### src/rtl/casc_int_pkg.sv
package casc_int_pkg;
  localparam int unsigned UNIT_LINES = 8;
  localparam int unsigned UNIT_IW    = $clog2(UNIT_LINES);
  localparam logic [UNIT_LINES-1:0] MST_TRIG_MASK_DEF = 8'hF8;
  localparam logic [UNIT_LINES-1:0] SLV_TRIG_MASK_DEF = 8'hDE;
  localparam int unsigned CASC_LINE_DEF = 2;
endpackage

### src/rtl/pic_sync.sv
module pic_sync #(
  parameter int unsigned WIDTH  = 16,
  parameter int unsigned STAGES = 2
) (
  input  logic             clk_i,
  input  logic             rst_ni,
  input  logic [WIDTH-1:0] raw_i,
  output logic [WIDTH-1:0] rise_o,
  output logic [WIDTH-1:0] fall_o
);
  logic [WIDTH-1:0] stage_q [STAGES];
  logic [WIDTH-1:0] prev_q;

  generate
    for (genvar s = 0; s < STAGES; s++) begin : g_stage
      always_ff @(posedge clk_i or negedge rst_ni) begin
        if (!rst_ni) stage_q[s] <= '0;
        else if (s == 0) stage_q[s] <= raw_i;
        else stage_q[s] <= stage_q[(s == 0) ? 0 : s-1];
      end
    end
  endgenerate

  always_ff @(posedge clk_i or negedge rst_ni) begin
    if (!rst_ni) prev_q <= '0;
    else prev_q <= stage_q[STAGES-1];
  end

  assign rise_o = stage_q[STAGES-1] & ~prev_q;
  assign fall_o = ~stage_q[STAGES-1] & prev_q;
endmodule

### src/rtl/pic_prio.sv
// Rotating priority search; LINES must be a power of two.
module pic_prio #(
  parameter int unsigned LINES = 8,
  localparam int unsigned IW   = $clog2(LINES)
) (
  input  logic [LINES-1:0] mask_i,
  input  logic [IW-1:0]    rot_i,
  output logic             found_o,
  output logic [IW-1:0]    rank_o,
  output logic [IW-1:0]    line_o
);
  always_comb begin
    found_o = 1'b0;
    rank_o  = '0;
    line_o  = '0;
    for (int k = LINES-1; k >= 0; k--) begin
      if (mask_i[rot_i + IW'(k)]) begin
        found_o = 1'b1;
        rank_o  = IW'(k);
        line_o  = rot_i + IW'(k);
      end
    end
  end
endmodule

### src/rtl/pic_unit.sv
module pic_unit #(
  parameter int unsigned     LINES      = 8,
  parameter logic [LINES-1:0] TRIG_MASK = '1,
  parameter logic [LINES-1:0] TRIG_FORCE = '0,
  parameter bit              CASC_EN    = 1'b0,
  parameter int unsigned     CASC_LINE  = 2,
  localparam int unsigned    IW         = $clog2(LINES)
) (
  input  logic             clk_i,
  input  logic             rst_ni,
  input  logic [LINES-1:0] rise_i,
  input  logic [LINES-1:0] fall_i,
  input  logic             casc_i,
  input  logic             ack_i,
  input  logic             aeoi_i,
  input  logic             rot_aeoi_i,
  input  logic             trig_we_i,
  input  logic [LINES-1:0] trig_wdata_i,
  output logic             req_o,
  output logic [IW-1:0]    win_o,
  output logic [LINES-1:0] trig_rd_o
);
  logic [LINES-1:0] irr_q, isr_q, trig_q, irr_eff, irr_d;
  logic [IW-1:0]    rot_q;
  logic             req_found, isr_found;
  logic [IW-1:0]    req_rank, isr_rank, isr_line;

  always_comb begin
    irr_eff = irr_q;
    if (CASC_EN) irr_eff[CASC_LINE] = casc_i;
  end

  pic_prio #(.LINES(LINES)) u_req_prio (
    .mask_i(irr_eff), .rot_i(rot_q),
    .found_o(req_found), .rank_o(req_rank), .line_o(win_o)
  );

  pic_prio #(.LINES(LINES)) u_isr_prio (
    .mask_i(isr_q), .rot_i(rot_q),
    .found_o(isr_found), .rank_o(isr_rank), .line_o(isr_line)
  );

  assign req_o     = req_found && (!isr_found || (req_rank < isr_rank));
  assign trig_rd_o = trig_q & TRIG_MASK;

  // ack clear first, then new transitions win
  always_comb begin
    irr_d = irr_q;
    if (ack_i && !trig_q[win_o]) irr_d[win_o] = 1'b0;
    irr_d = (irr_d | rise_i) & ~fall_i;
    if (CASC_EN) irr_d[CASC_LINE] = 1'b0;
  end

  always_ff @(posedge clk_i or negedge rst_ni) begin
    if (!rst_ni) begin
      irr_q  <= '0;
      isr_q  <= '0;
      rot_q  <= '0;
      trig_q <= TRIG_FORCE;
    end else begin
      irr_q <= irr_d;
      if (ack_i && !aeoi_i) isr_q[win_o] <= 1'b1;
      if (ack_i && aeoi_i && rot_aeoi_i) rot_q <= win_o + IW'(1);
      if (trig_we_i) trig_q <= (trig_wdata_i & TRIG_MASK) | TRIG_FORCE;
    end
  end
endmodule

### src/rtl/casc_int_ack.sv
module casc_int_ack
  import casc_int_pkg::*;
#(
  parameter int unsigned     LINES         = UNIT_LINES,
  parameter int unsigned     VEC_W         = 8,
  parameter int unsigned     SYNC_STAGES   = 2,
  parameter int unsigned     CASC_LINE     = CASC_LINE_DEF,
  parameter logic [LINES-1:0] MST_TRIG_MASK = MST_TRIG_MASK_DEF,
  parameter logic [LINES-1:0] SLV_TRIG_MASK = SLV_TRIG_MASK_DEF,
  localparam int unsigned    N_IN          = 2 * LINES,
  localparam int unsigned    IW            = $clog2(LINES)
) (
  input  logic               clk_i,
  input  logic               rst_ni,
  input  logic [N_IN-1:0]    irq_i,
  input  logic               ack_i,
  input  logic               aeoi_i,
  input  logic               rot_aeoi_i,
  input  logic [VEC_W-1:0]   mst_base_i,
  input  logic [VEC_W-1:0]   slv_base_i,
  input  logic               trig_we_i,
  input  logic               trig_sel_i,
  input  logic [LINES-1:0]   trig_wdata_i,
  output logic [LINES-1:0]   trig_rdata_o,
  output logic               int_o,
  output logic [VEC_W-1:0]   vec_o,
  output logic               vec_valid_o
);
  localparam logic [LINES-1:0] CASC_BIT  = LINES'(1) << CASC_LINE;
  localparam logic [VEC_W-1:0] BASE_MASK = ~VEC_W'(LINES-1);

  logic [N_IN-1:0]  rise, fall;
  logic [LINES-1:0] m_rise, m_fall, m_rd, s_rd;
  logic             m_req, s_req, take, s_take;
  logic [IW-1:0]    m_win, s_win, line_sel;
  logic [VEC_W-1:0] base_sel, vec_d;

  pic_sync #(.WIDTH(N_IN), .STAGES(SYNC_STAGES)) u_sync (
    .clk_i, .rst_ni, .raw_i(irq_i), .rise_o(rise), .fall_o(fall)
  );

  // raw cascade input is not a source
  assign m_rise = rise[LINES-1:0] & ~CASC_BIT;
  assign m_fall = fall[LINES-1:0] & ~CASC_BIT;

  assign take   = ack_i && m_req;
  assign s_take = take && (m_win == IW'(CASC_LINE));

  pic_unit #(
    .LINES(LINES), .TRIG_MASK(MST_TRIG_MASK), .TRIG_FORCE(CASC_BIT),
    .CASC_EN(1'b1), .CASC_LINE(CASC_LINE)
  ) u_mst (
    .clk_i, .rst_ni,
    .rise_i(m_rise), .fall_i(m_fall), .casc_i(s_req),
    .ack_i(take), .aeoi_i, .rot_aeoi_i,
    .trig_we_i(trig_we_i && !trig_sel_i), .trig_wdata_i,
    .req_o(m_req), .win_o(m_win), .trig_rd_o(m_rd)
  );

  pic_unit #(
    .LINES(LINES), .TRIG_MASK(SLV_TRIG_MASK), .TRIG_FORCE('0),
    .CASC_EN(1'b0), .CASC_LINE(CASC_LINE)
  ) u_slv (
    .clk_i, .rst_ni,
    .rise_i(rise[N_IN-1:LINES]), .fall_i(fall[N_IN-1:LINES]), .casc_i(1'b0),
    .ack_i(s_take), .aeoi_i, .rot_aeoi_i,
    .trig_we_i(trig_we_i && trig_sel_i), .trig_wdata_i,
    .req_o(s_req), .win_o(s_win), .trig_rd_o(s_rd)
  );

  assign line_sel     = s_take ? s_win : m_win;
  assign base_sel     = s_take ? slv_base_i : mst_base_i;
  assign vec_d        = (base_sel & BASE_MASK) | VEC_W'(line_sel);
  assign int_o        = m_req;
  assign trig_rdata_o = trig_sel_i ? s_rd : m_rd;

  always_ff @(posedge clk_i or negedge rst_ni) begin
    if (!rst_ni) begin
      vec_o       <= '0;
      vec_valid_o <= 1'b0;
    end else begin
      vec_valid_o <= take;
      if (take) vec_o <= vec_d;
    end
  end
endmodule

### config.mk
export PLATFORM = sky130hd
export DESIGN_NAME = casc_int_ack
export DESIGN_NICKNAME = d
export VERILOG_FILES = /design/src/rtl/casc_int_pkg.sv /design/src/rtl/pic_sync.sv /design/src/rtl/pic_prio.sv /design/src/rtl/pic_unit.sv /design/src/rtl/casc_int_ack.sv
export SDC_FILE = /design/constraint.sdc
export NUM_CORES = 1
export LEC_CHECK = 0
export ABC_AREA = 1
export BUFFER_PORTS_ARGS = -buffer_cell sky130_fd_sc_hd__buf_4
export CORE_MARGIN = 5
export CORE_UTILIZATION = 47
export CTS_CLUSTER_DIAMETER = 80
export DETAILED_ROUTE_END_ITERATION = 12
export HOLD_SLACK_MARGIN = 0.12
export PLACE_DENSITY = 0.71
export SLEW_MARGIN = 15
export SYNTH_ARGS = -nofsm -noshare
export SYNTH_HDL_FRONTEND = slang
export SYNTH_SLANG_ARGS = --single-unit
export TNS_END_PERCENT = 50
### constraint.sdc
create_clock -name clk_i -period 7.2 [get_ports clk_i]
set_clock_uncertainty 0.2 [all_clocks]
set_input_delay 2.16 -clock clk_i [delete_from_list [all_inputs] [get_ports clk_i]]
set_output_delay 2.16 -clock clk_i [all_outputs]
set_load 0.01 [all_outputs]
=== Word level (Yosys, flattened, before mapping) ===
Index checks and enable logic that the tools add are counted.

* Register bits after elaboration: 105
* Output and inout bits: 18

* Add/sub/neg operators: 16
* Order comparisons: 22
* Eq/ne operators: 1
* Mux-type cells: 157
* Bitwise logic cells: 17
* Reduce and logical (&&, ||, !) cells: 24

{| class="wikitable"
|+ Operators with widths
! cell !! count
|-
| $mux W3 || 49
|-
| $bmux W1 S3 || 34
|-
| $lt A3 B4 Y1 const B || 18
|-
| $mux W1 || 68
|-
| $and A16 B16 Y16 || 2
|-
| $and A8 B8 Y8 || 4
|-
| $mux W8 || 4
|-
| $not A16 Y16 || 2
|-
| $not A8 Y8 || 4
|-
| $or A8 B8 Y8 || 4
|-
| $add A3 B3 Y3 const B || 8
|-
| $logic_and A1 B1 Y1 || 16
|-
| $add A3 B1 Y3 const B || 4
|-
| $add A3 B2 Y3 const B || 4
|-
| $or A8 B3 Y8 || 1
|-
| $demux W1 S3 || 2
|-
| $ge A3 B1 Y1 const B || 2
|-
| $logic_not A1 Y1 || 6
|-
| $lt A3 B3 Y1 || 2
|-
| $eq A3 B2 Y1 const B || 1
|-
| $logic_or A1 B1 Y1 || 2
|}

=== Longest topological paths before layout ===
Gate-level depths: netlist (run 1).

* Depth after elaboration: 33
* Mapped depth: 45
* Mapped depth without buffers: 41

=== Hierarchy ===
Synthesis (run 1) repeated with hierarchy kept, for this count alone.

* Cell total of the unflattened synthesis: 1008
* Area, all modules: 7744.9 sq um

{| class="wikitable"
|+ Modules (own cells, without submodules)
! module !! instances !! cells an instance !! area an instance (sq um)
|-
| pic_prio || 4 || 140 || 825.8
|-
| pic_sync || 1 || 112 || 1441.4
|-
| pic_unit (u_slv) || 1 || 134 || 1251.2
|-
| pic_unit (u_mst) || 1 || 125 || 1151.1
|-
| casc_int_ack || 1 || 77 || 598.1
|}

=== Worst setup path after synthesis (run 1) ===
Ideal clock, no wire load.

* Kind: register to output
* Start: register u_slv.rot_q[0]
* End: output int_o
* Arrival: 4103 ps
* Setup slack: 737 ps
* Cell stages (with the launch flop): 35
* Path buffers: 4
* Cells stage by stage: dfrtp_1 buf_6 inv_6 buf_8 ha_1 buf_4 inv_2 buf_4 nand3_1 nand2_1 inv_2 o21ai_1 nand2_1 inv_1 a21oi_1 or3_1 ha_1 nand2_1 inv_1 nand2_1 nand2_1 nand2_2 nand3_2 nand3_1 and2_4 nand2_2 nand2_2 inv_2 nand2_1 nor3_1 nor3_1 ha_1 a21oi_1 nand2_1 a21boi_0

* Longest elaborated chain between the ends: 27

{| class="wikitable"
|+ Ends and longest elaborated chain
! element !! RTL line !! source
|-
| start: declaration || pic_unit.sv:24 || <nowiki>logic [IW-1:0] rot_q;</nowiki>
|-
| start signal: assignment || pic_unit.sv:63 || <nowiki>if (ack_i && aeoi_i && rot_aeoi_i) rot_q <= win_o + IW'(1);</nowiki>
|-
| $add A3 B3 Y3 || pic_prio.sv:17 || <nowiki>if (mask_i[rot_i + IW'(k)]) begin</nowiki>
|-
| $bmux W1 S3 || pic_prio.sv:17 ||
|-
| $mux W1 (not written as such) || pic_prio.sv:17 ||
|-
| $mux W3 / $mux W1 (equally long branches) (8 in a row) || pic_prio.sv:17 ||
|-
| $lt A3 B3 Y1 / $logic_not A1 Y1 (equally long branches) || pic_unit.sv:43 || <nowiki>assign req_o = req_found && (!isr_found || (req_rank < isr_rank));</nowiki>
|-
| $logic_or A1 B1 Y1 || pic_unit.sv:43 ||
|-
| $logic_and A1 B1 Y1 (*) || pic_unit.sv:43 ||
|-
| $bmux W1 S3 || pic_prio.sv:17 ||
|-
| $mux W1 (not written as such) || pic_prio.sv:17 ||
|-
| $mux W3 (8 in a row) || pic_prio.sv:17 ||
|-
| $lt A3 B3 Y1 || pic_unit.sv:43 ||
|-
| $logic_or A1 B1 Y1 || pic_unit.sv:43 ||
|-
| $logic_and A1 B1 Y1 (*) || pic_unit.sv:43 ||
|-
| end: declaration || casc_int_ack.sv:25 || <nowiki>output logic int_o,</nowiki>
|}

Every way passes the cells marked *; elsewhere a longest branch is shown, timed or not. The select of a mux whose other input is x is not followed.

=== Worst setup path after layout (run 1) ===
* Start: register u_slv.rot_q[1]
* End: output int_o

The elaborated chain is that of the path after synthesis.

==> results of run 1 <==
==> cell type report <==
type	instances	area (um^2)
clock buffers	10	239
clock inverters	6	62.6
fillers	1199	5660
inverters	111	432
multi-input cells	591	3040
flip-flops and latches	102	2550
well taps	172	215
repair buffers	62	469
==> worst max-delay path by stage <==
stage,endpoint,depth (start not counted)
floorplan,int_o,34
global placement,int_o,30
detailed placement,int_o,30
CTS,int_o,31
global route,int_o,30
finish,int_o,28
==> cell families after synthesis <==
group,count (synthesis),share of synthesized area
AOI/OAI and AO/OA,126,0.121
xor gates and xnor gates,8,0.0139
adders and majority gates,11,0.0225
buffers and inverters,133,0.0941
DFF,102,0.418
muxes,10,0.0166
other,1,0.000613
and+or+nand+nor,435,0.314
==> flip-flops by register name, indices dropped and copies added, names as in the netlist <==
register	cells
u_mst.irr_q	7
u_mst.isr_q	8
u_mst.rot_q	3
u_mst.trig_q	5
u_slv.irr_eff	8
u_slv.isr_q	8
u_slv.rot_q	3
u_slv.trig_q	6
u_sync.prev_q	15
u_sync.stage_q	30
vec_o	8
vec_valid_o	1
==> metal layers <==
layer,GRT usage,vias to the layer above
met5,0,-
met2,0.288,144
met4,0.0554,0
met1,0.278,2393
met3,0.0327,13
li1,-,2732
==> through the flow <==
step | cell area (um^2) | hold slack [ns] | worst slack, ns
finish | 7010 | 0.150 | 0.389
global route | 7010 | 0.159 | -0.0159
CTS | 6920 | 0.151 | 0.121
detailed placement | 6620 | 0.135 | 0.522
global placement | 6620 | 0.132 | 0.575
floorplan | 6110 | 0.131 | 0.737
==> placed cells by master, fill, tap and decap left out, types with 3 or more instances in the layout <==
cell / Yosys / routed
o21bai_2: 8 / 8
a31oi_1: 4 / 4
clkbuf_16: 0 / 9
nor3_2: 0 / 4
a21oi_1: 30 / 30
nand2_1: 263 / 263
or2_2: 13 / 13
o21ai_1: 9 / 8
xor2_1: 4 / 3
ha_1: 11 / 10
dfrtp_1: 102 / 101
buf_4: 5 / 61
nand3_2: 6 / 7
o22ai_1: 3 / 3
o21bai_1: 9 / 9
mux2i_1: 9 / 9
nor2_1: 45 / 43
clkinv_4: 0 / 4
nor2_2: 3 / 5
inv_2: 14 / 12
o211ai_1: 3 / 3
inv_1: 95 / 95
nand3_1: 79 / 78
o21ai_0: 54 / 54
nand2_2: 10 / 10
==> timing repair <==
action                                  in CTS  in global routing
setup buffers                                0                  3
endpoints found under the setup margin       0                  1
gates resized for setup                      0                 17
==> run_results.csv, run 1 <==
group,metric,value,unit
timing,layout_min_cycle_time,6.81,ns
timing,worstMarginPinSlew,0.852,ns
clock_tree,cts_max_level,3,
grt,overflow,0,
route,postRouteAntennaNets,0,
placed_design,place.gp.congestion,0.920,
route,wl_met1,6.65,mm
timing,finalSetupTns,0,ns
floorplanning,die_w,124,um
yosys,syn_area_per_cell,7.40,um^2
clock_tree,ctsHoldBuffers,0,
route,routed-wl-met3,717,um
worst_setup_path,reg2regPathDepth,34,
timing,fin_crit_sh,0.946,
yosys,synthCells,826,
yosys,synth_nets,884,
timing,hold_viol_final,0,
placed_design,placedCellCount,1035,
worst_setup_path,cp_slowest_cell,"dfrtp_1",
worst_setup_path,cp_top_family,"simple AND/OR/NAND/NOR gates",
hold_path,hold_path.class,"reg -> reg",
worst_setup_path,cp_common_cell,"nand2_1",
worst_setup_path,path_max_fanout,14,
worst_setup_path,reg2reg_setup_slack,2.02,ns
worst_setup_path,crit_required,4.84,ns
grt,grt_pass1_vias,4927,
timing,setup_violations,0,
clock_tree,cts_sinks,102,
worst_setup_path,r2r-start,"u_slv.rot_q[1]$_DFFE_PN0P_",
grt,grt_pass1_wl,23.2,mm
hold_path,holdPathStages,0,
yosys,synth-async-reset-ratio,1.00,
clock_tree,clk_pin_slew,0.08,ns
floorplanning,dieArea,15400,um^2
worst_setup_path,critPathBufInv,5,
cells_and_area,utilization,0.553,
yosys,synthTopCellsByCount,"nand2_1, dfrtp_1, inv_1, nand3_1, o21ai_0",
timing,final_max_slew_viol_count,0,
grt,groute.usage.overall,0.189,
yosys,ys.flop_type,"dfrtp_1",
route,met2_length,5.93,mm
timing,slew_headroom,0.432,
placed_design,port_buffers,55,
yosys,yosys.cell_types.count,45,
floorplanning,chipHeight,124,um
yosys,synth_most_common_cell,"nand2_1",
yosys,synth_top_area_frac,0.418,
worst_setup_path,path_class,"reg -> out",
worst_setup_path,worst_ep_arrival_time,4.45,ns
route,wirelength,13.5,mm
yosys,syn_area,6110,um^2
floorplanning,coreArea,12700,um^2
yosys,synth_area_leader_cell,"dfrtp_1",
cells_and_area,nets,935,
route,drtPass1Iterations,5,
route,vias,5282,
timing,max_freq,147,MHz
clock_tree,clkLatencyLatePin,0.36,ns
floorplanning,initial_core_util,0.482,
cells_and_area,diodes,0,
run_status,status,"finished clean",
clock_tree,tritoncts,"built",
cells_and_area,syn2layout_area_growth,14.7,%
floorplanning,ios,65,
clock_tree,clk_path_buf_depth,2,
clock_tree,cts_buffers,9,
worst_setup_path,crit_path_max_incr_delay,0.42,ns
cells_and_area,drive_above_1_share,0.176,
grt,grt_start_max_net_pins,57,
yosys,synth_edf_count,0,
yosys,ys_top_cells_by_area,"dfrtp_1, nand2_1, nand3_1, inv_1, o21ai_0",
hold_path,hp-start,"u_sync.stage_q[23]$_DFF_PN0_",
yosys,synth_seq_cells,102,
worst_setup_path,cp-start-kind,"flip-flop",
route,vias_per_cell,5.01,
route,drtIter0Drc,322,
worst_setup_path,crit_path_end_kind,"primary output",
floorplanning,core.rowCount,41,
cells_and_area,fin_cells,1054,
placed_design,hpwlAfterDp,10.2,mm
yosys,ys_warn_count,0,
route,highest_layer,"met4",
route,wl_per_cell,12.8,um
run,maxCapViolCount,0,
grt,antenna_found_initial,0,
clock_tree,root_buffer,"clkbuf_16",
hold_path,hold-path-endpoint,"u_sync.stage_q[7]$_DFF_PN0_",
route,drcViolationCount,0,
worst_setup_path,reg2reg_to,"vec_o[0]$_DFFE_PN0N_",
yosys,ys_seq_area_frac,0.418,
worst_setup_path,cp-startpoint,"u_slv.rot_q[1]$_DFFE_PN0P_",
Power of run 1 is left out: the tool's default activity adds up to more than one toggle a clock period on the data nets, which glitch-free logic cannot reach.
==> run 2, diff against run 1 <==
Settings changed: PLACE_DENSITY 0.71 to 0.7, SYNTH_HIERARCHICAL set to 1.
Clock period 7.2 ns to 6.3 ns, I/O delays scaled along.
==> run_results.csv, run 2 <==
group,metric,value,unit
floorplanning,die_w,135,um
clock_tree,clkLatencyLatePin,0.34,ns
clock_tree,tritoncts,"built",
grt,antenna_found_initial,0,
grt,overflow,0,
floorplanning,coreArea,15300,um^2
route,drtIter0Drc,261,
worst_setup_path,path_class,"reg -> out",
route,postRouteAntennaNets,0,
grt,grt_pass1_wl,26.0,mm
yosys,syn_area_per_cell,7.88,um^2
yosys,syn_area,7330,um^2
worst_setup_path,path_max_fanout,3,
cells_and_area,layout_common_cells,"nand2_1, inv_1, dfrtp_1, nand3_1, buf_4",
route,wl_per_cell,12.6,um
clock_tree,cts_buffers,9,
timing,setup_violations,0,
clock_tree,root_buffer,"clkbuf_16",
timing,slew_headroom,0.347,
floorplanning,initial_core_util,0.480,
yosys,ys_warn_count,6,
cells_and_area,seq_area,2550,um^2
timing,fin_crit_sh,0.982,
clock_tree,clk_pin_slew,0.07,ns
yosys,synthCells,930,
timing,worstMarginPinSlew,0.979,ns
grt,groute.usage.overall,0.172,
clock_tree,ctsHoldBuffers,0,
route,drcViolationCount,0,
cells_and_area,nets,1065,
timing,rsz0062_at_grt,"yes",
timing,final_max_slew_viol_count,0,
route,wirelength,15.4,mm
worst_setup_path,crit_path_end_kind,"primary output",
timing,finalSetupTns,0,ns
cells_and_area,syn2layout_area_growth,16.8,%
cells_and_area,final_common_cell,"nand2_1",
run_status,status,"finished clean",
cells_and_area,drive_above_1_share,0.362,
cells_and_area,largest_reg_flops,30,
cells_and_area,top_register,"u_sync/stage_q",
clock_tree,cts_max_level,3,
route,drtPass1Iterations,5,
clock_tree,clk_path_buf_depth,2,
floorplanning,core.rowCount,45,
timing,layout_min_cycle_time,6.19,ns
worst_setup_path,worst_ep_arrival_time,4.10,ns
route,vias_per_cell,4.90,
placed_design,port_buffers,55,
worst_setup_path,crit_path_max_incr_delay,0.40,ns
timing,max_freq,162,MHz
grt,grt_pass1_vias,5411,
floorplanning,dieArea,18200,um^2
worst_setup_path,cp_slowest_cell,"dfrtp_1",
floorplanning,chipHeight,135,um
placed_design,hpwlAfterDp,12.0,mm
cells_and_area,diodes,0,
run,maxCapViolCount,0,
clock_tree,cts_sinks,102,
cells_and_area,top_regs,"u_sync/stage_q (30), u_sync/prev_q (15)",
worst_setup_path,reg2reg_setup_slack,1.07,ns
worst_setup_path,crit_required,4.21,ns
worst_setup_path,cp_common_cell,"nand2_1",
route,vias,5979,
placed_design,place.gp.congestion,0.922,
worst_setup_path,cp-start-kind,"flip-flop",
timing,hold_viol_final,0,
cells_and_area,multi_input_area,4120,um^2
hold_path,hold_path.class,"reg -> reg",
floorplanning,ios,65,
grt,grt_start_max_net_pins,73,
cells_and_area,fillCellCount,1382,
run 2: timing repair:
action / 4_1_cts / 5_1_grt
resized for setup: 23 / 38
endpoints found under the setup margin: 1 / 1
setup buffers: 1 / 1
gates cloned: 0 / 0
pin swaps: 1 / 24
run 2: path summary, 6_finish.rpt:
check	cells past startpoint	end	start
min in group asynchronous	1	u_sync/stage_q[28]$_DFF_PN0_	rst_ni
max in group asynchronous	2	u_slv/rot_q[1]$_DFFE_PN0P_	rst_ni
worst min register to register	0	u_sync/stage_q[7]$_DFF_PN0_	u_sync/stage_q[23]$_DFF_PN0_
worst max-delay path	29	int_o	u_slv/rot_q[0]$_DFFE_PN0P_
worst min-delay path	0	u_sync/stage_q[7]$_DFF_PN0_	u_sync/stage_q[23]$_DFF_PN0_
worst max register to register	36	u_mst/irr_q[4]$_DFF_PN0_	u_slv/rot_q[0]$_DFFE_PN0P_
run 2: worst max-delay path, delay by kind of cell (launching register included):
| kind | cells | cell delay, ns |
|---|---|---|
| AO/OA/AOI/OAI | 4 | 0.53 |
| adder cells (fa/ha/maj) | 3 | 0.77 |
| buffers and inverters | 7 | 0.77 |
| flip-flops | 1 | 0.40 |
| AND/OR/NAND/NOR | 15 | 1.28 |
run 2: final cells by class:
type | count | area share
sequential | 102 | 0.299
timing repair buffer | 89 | 0.0817
clock buffer | 10 | 0.0268
tap | 211 | 0.0308
inverter | 154 | 0.0740
clock inverter | 6 | 0.00731
multi-input combinational | 648 | 0.481
run 2: metrics by stage:
stage / std cells / util / setup WS, ns / hold WS [ns] / area, um^2
global route: 1220 / 0.561 / -0.190 / 0.163 / 8560
floorplan: 933 / - / 0.177 / 0.131 / 7340
global placement: 1202 / 0.524 / 0.0430 / 0.132 / 7990
finish: 1220 / 0.561 / 0.111 / 0.149 / 8560
detailed placement: 1202 / 0.524 / 0.0524 / 0.135 / 7990
CTS: 1219 / 0.549 / 0.00348 / 0.150 / 8370
run 2: metal layers:
layer | global-route usage | up-vias | wire length [um]
li1 | - | 3097 | -
met1 | 0.260 | 2741 | 7660
met2 | 0.256 | 128 | 6820
met3 | 0.0343 | 13 | 806
met4 | 0.0390 | 0 | 140
met5 | 0 | - | 0
Power of run 2 is left out for the same reason.
==> run 3, diff against run 2 <==
Settings changed: ABC_AREA 1 to not set.
==> run_results.csv, run 3 <==
group,metric,value,unit
route,drtIter0Drc,325,
hold_path,hold_path.class,"reg -> reg",
timing,fin_crit_sh,1.14,
clock_tree,ctsHoldBuffers,0,
worst_setup_path,path_max_fanout,6,
worst_setup_path,cp_slowest_cell,"mux4_2",
clock_tree,cts_sinks,102,
yosys,syn_area,7030,um^2
timing,slew_headroom,0.321,
grt,antenna_found_initial,0,
cells_and_area,top_register,"u_sync/stage_q",
run_status,violations,"setup timing",
cells_and_area,final_common_cell,"buf_4",
clock_tree,tritoncts,"built",
clock_tree,clk_pin_slew,0.07,ns
route,drtPass1Iterations,4,
timing,worstMarginPinSlew,1.02,ns
timing,final_max_slew_viol_count,0,
route,vias_per_cell,5.68,
worst_setup_path,worstPathCellList,"buf_6, buf_4, mux4_2, mux2_4, or2_4, nor2_4, nor4_2, ha_1, or2_2, a21boi_1, a31o_2, mux4_2, mux2_4, or2_4, nor2_4, nor4_2, ha_1, or2_4, a21boi_2, a31o_2, buf_6",
route,vias,5582,
floorplanning,die_w,132,um
placed_design,hpwlAfterDp,13.0,mm
worst_setup_path,reg2reg_setup_slack,0.27,ns
route,drcViolationCount,0,
yosys,syn_area_per_cell,11.1,um^2
grt,grt_pass1_vias,5907,
floorplanning,coreArea,14600,um^2
timing,layout_min_cycle_time,7.17,ns
floorplanning,ios,65,
hold_path,holdPathStages,0,
clock_tree,clk_path_buf_depth,2,
clock_tree,clkLatencyLatePin,0.34,ns
timing,hold_viol_final,0,
floorplanning,dieArea,17500,um^2
worst_setup_path,worst_ep_arrival_time,5.08,ns
grt,groute.usage.overall,0.198,
floorplanning,initial_core_util,0.482,
cells_and_area,layout_common_cells,"buf_4, dfrtp_1, nor2_1, mux2_2, mux2i_1",
route,postRouteAntennaNets,0,
cells_and_area,multi_input_area,4330,um^2
yosys,synthCells,633,
grt,grt_pass1_wl,29.3,mm
clock_tree,cts_max_level,3,
run_status,status,"finished, violations left",
route,wl_per_cell,17.7,um
worst_setup_path,path_class,"reg -> out",
timing,setup_ws,-0.874,ns
yosys,ys_warn_count,6,
worst_setup_path,cp-start-kind,"flip-flop",
placed_design,port_buffers,55,
run,maxCapViolCount,0,
cells_and_area,fillCellCount,1166,
worst_setup_path,reg2regPathDepth,26,
timing,finalSetupTns,-0.874,ns
cells_and_area,seq_area,2550,um^2
worst_setup_path,crit_path_end_kind,"primary output",
hold_path,hold-path-endpoint,"u_sync/stage_q[13]$_DFF_PN0_",
worst_setup_path,crit_path_max_incr_delay,0.51,ns
timing,setup_violations,1,
cells_and_area,diodes,0,
timing,rsz0062_at_grt,"yes",
worst_setup_path,cp_common_cell,"or2_4",
worst_setup_path,r2r-start,"u_slv/rot_q[0]$_DFFE_PN0P_",
clock_tree,cts_buffers,9,
grt,overflow,0,
placed_design,place.gp.congestion,0.921,
cells_and_area,largest_reg_flops,30,
cells_and_area,syn2layout_area_growth,26.3,%
route,wirelength,17.3,mm
cells_and_area,utilization,0.609,
timing,max_freq,139,MHz
floorplanning,chipHeight,132,um
hold_path,hp-start,"u_sync/stage_q[29]$_DFF_PN0_",
floorplanning,core.rowCount,44,
cells_and_area,drive_above_1_share,0.456,
worst_setup_path,crit_required,4.21,ns
clock_tree,root_buffer,"clkbuf_16",
cells_and_area,nets,854,
cells_and_area,top_regs,"u_sync/stage_q (30), u_sync/prev_q (15)",
grt,grt_start_max_net_pins,68,
worst_setup_path,reg2reg_to,"u_mst/irr_q[4]$_DFF_PN0_",
run 3: worst max path at each step:
stage / from / to / slack, ns / cells past startpoint
2_1_floorplan: u_slv/rot_q[1]$_DFFE_PN0P_ / int_o / -0.59 / 23
3_3_place_gp: u_slv/rot_q[1]$_DFFE_PN0P_ / int_o / -0.62 / 23
3_5_place_dp: u_slv/rot_q[1]$_DFFE_PN0P_ / int_o / -0.68 / 23
4_1_cts: u_slv/rot_q[0]$_DFFE_PN0P_ / int_o / -0.91 / 23
5_1_grt: u_slv/rot_q[0]$_DFFE_PN0P_ / int_o / -1.10 / 23
6_report: u_slv/rot_q[0]$_DFFE_PN0P_ / int_o / -0.87 / 21
run 3: metal layers:
metal | wire length [um] | track usage | vias to the layer above
li1 | - | - | 2641
met1 | 7510 | 0.260 | 2763
met2 | 8710 | 0.343 | 157
met3 | 872 | 0.0305 | 21
met4 | 250 | 0.0486 | 0
met5 | 0 | 0 | -
run 3: final cells by class:
type	instances	area share
Multi-Input combinational cell	478	0.488
Sequential cell	102	0.287
Timing Repair Buffer	182	0.157
Tap cell	184	0.0259
Clock buffer	10	0.0258
Inverter	20	0.00944
Clock inverter	6	0.00704
run 3: stage by stage:
stage | instance area, um^2 | hold WS, ns | worst slack, ns | std cells
floorplan | 7220 | 0.131 | -0.588 | 636
global placement | 8380 | 0.133 | -0.622 | 956
detailed placement | 8380 | 0.135 | -0.684 | 956
CTS | 8800 | 0.151 | -0.908 | 980
global route | 8880 | 0.153 | -1.10 | 982
finish | 8880 | 0.150 | -0.874 | 982
run 3: timing repair:
action | CTS | global route
gates resized for setup | 14 | 15
setup buffers | 8 | 2
pin swaps | 8 | 10
hold endpoints to repair | 0 | 0
endpoints found under the setup margin | 2 | 33
run 3: critical path: cells and delay by family, from the launching register on:
family,cells,cell delay (ns)
buffers and inverters,3,0.37
flip-flops,1,0.41
AND/OR/NAND/NOR,8,1.20
multiplexers,4,1.63
adder cells (fa/ha/maj),2,0.55
AO/OA/AOI/OAI,4,0.58
Power of run 3 is left out for the same reason.
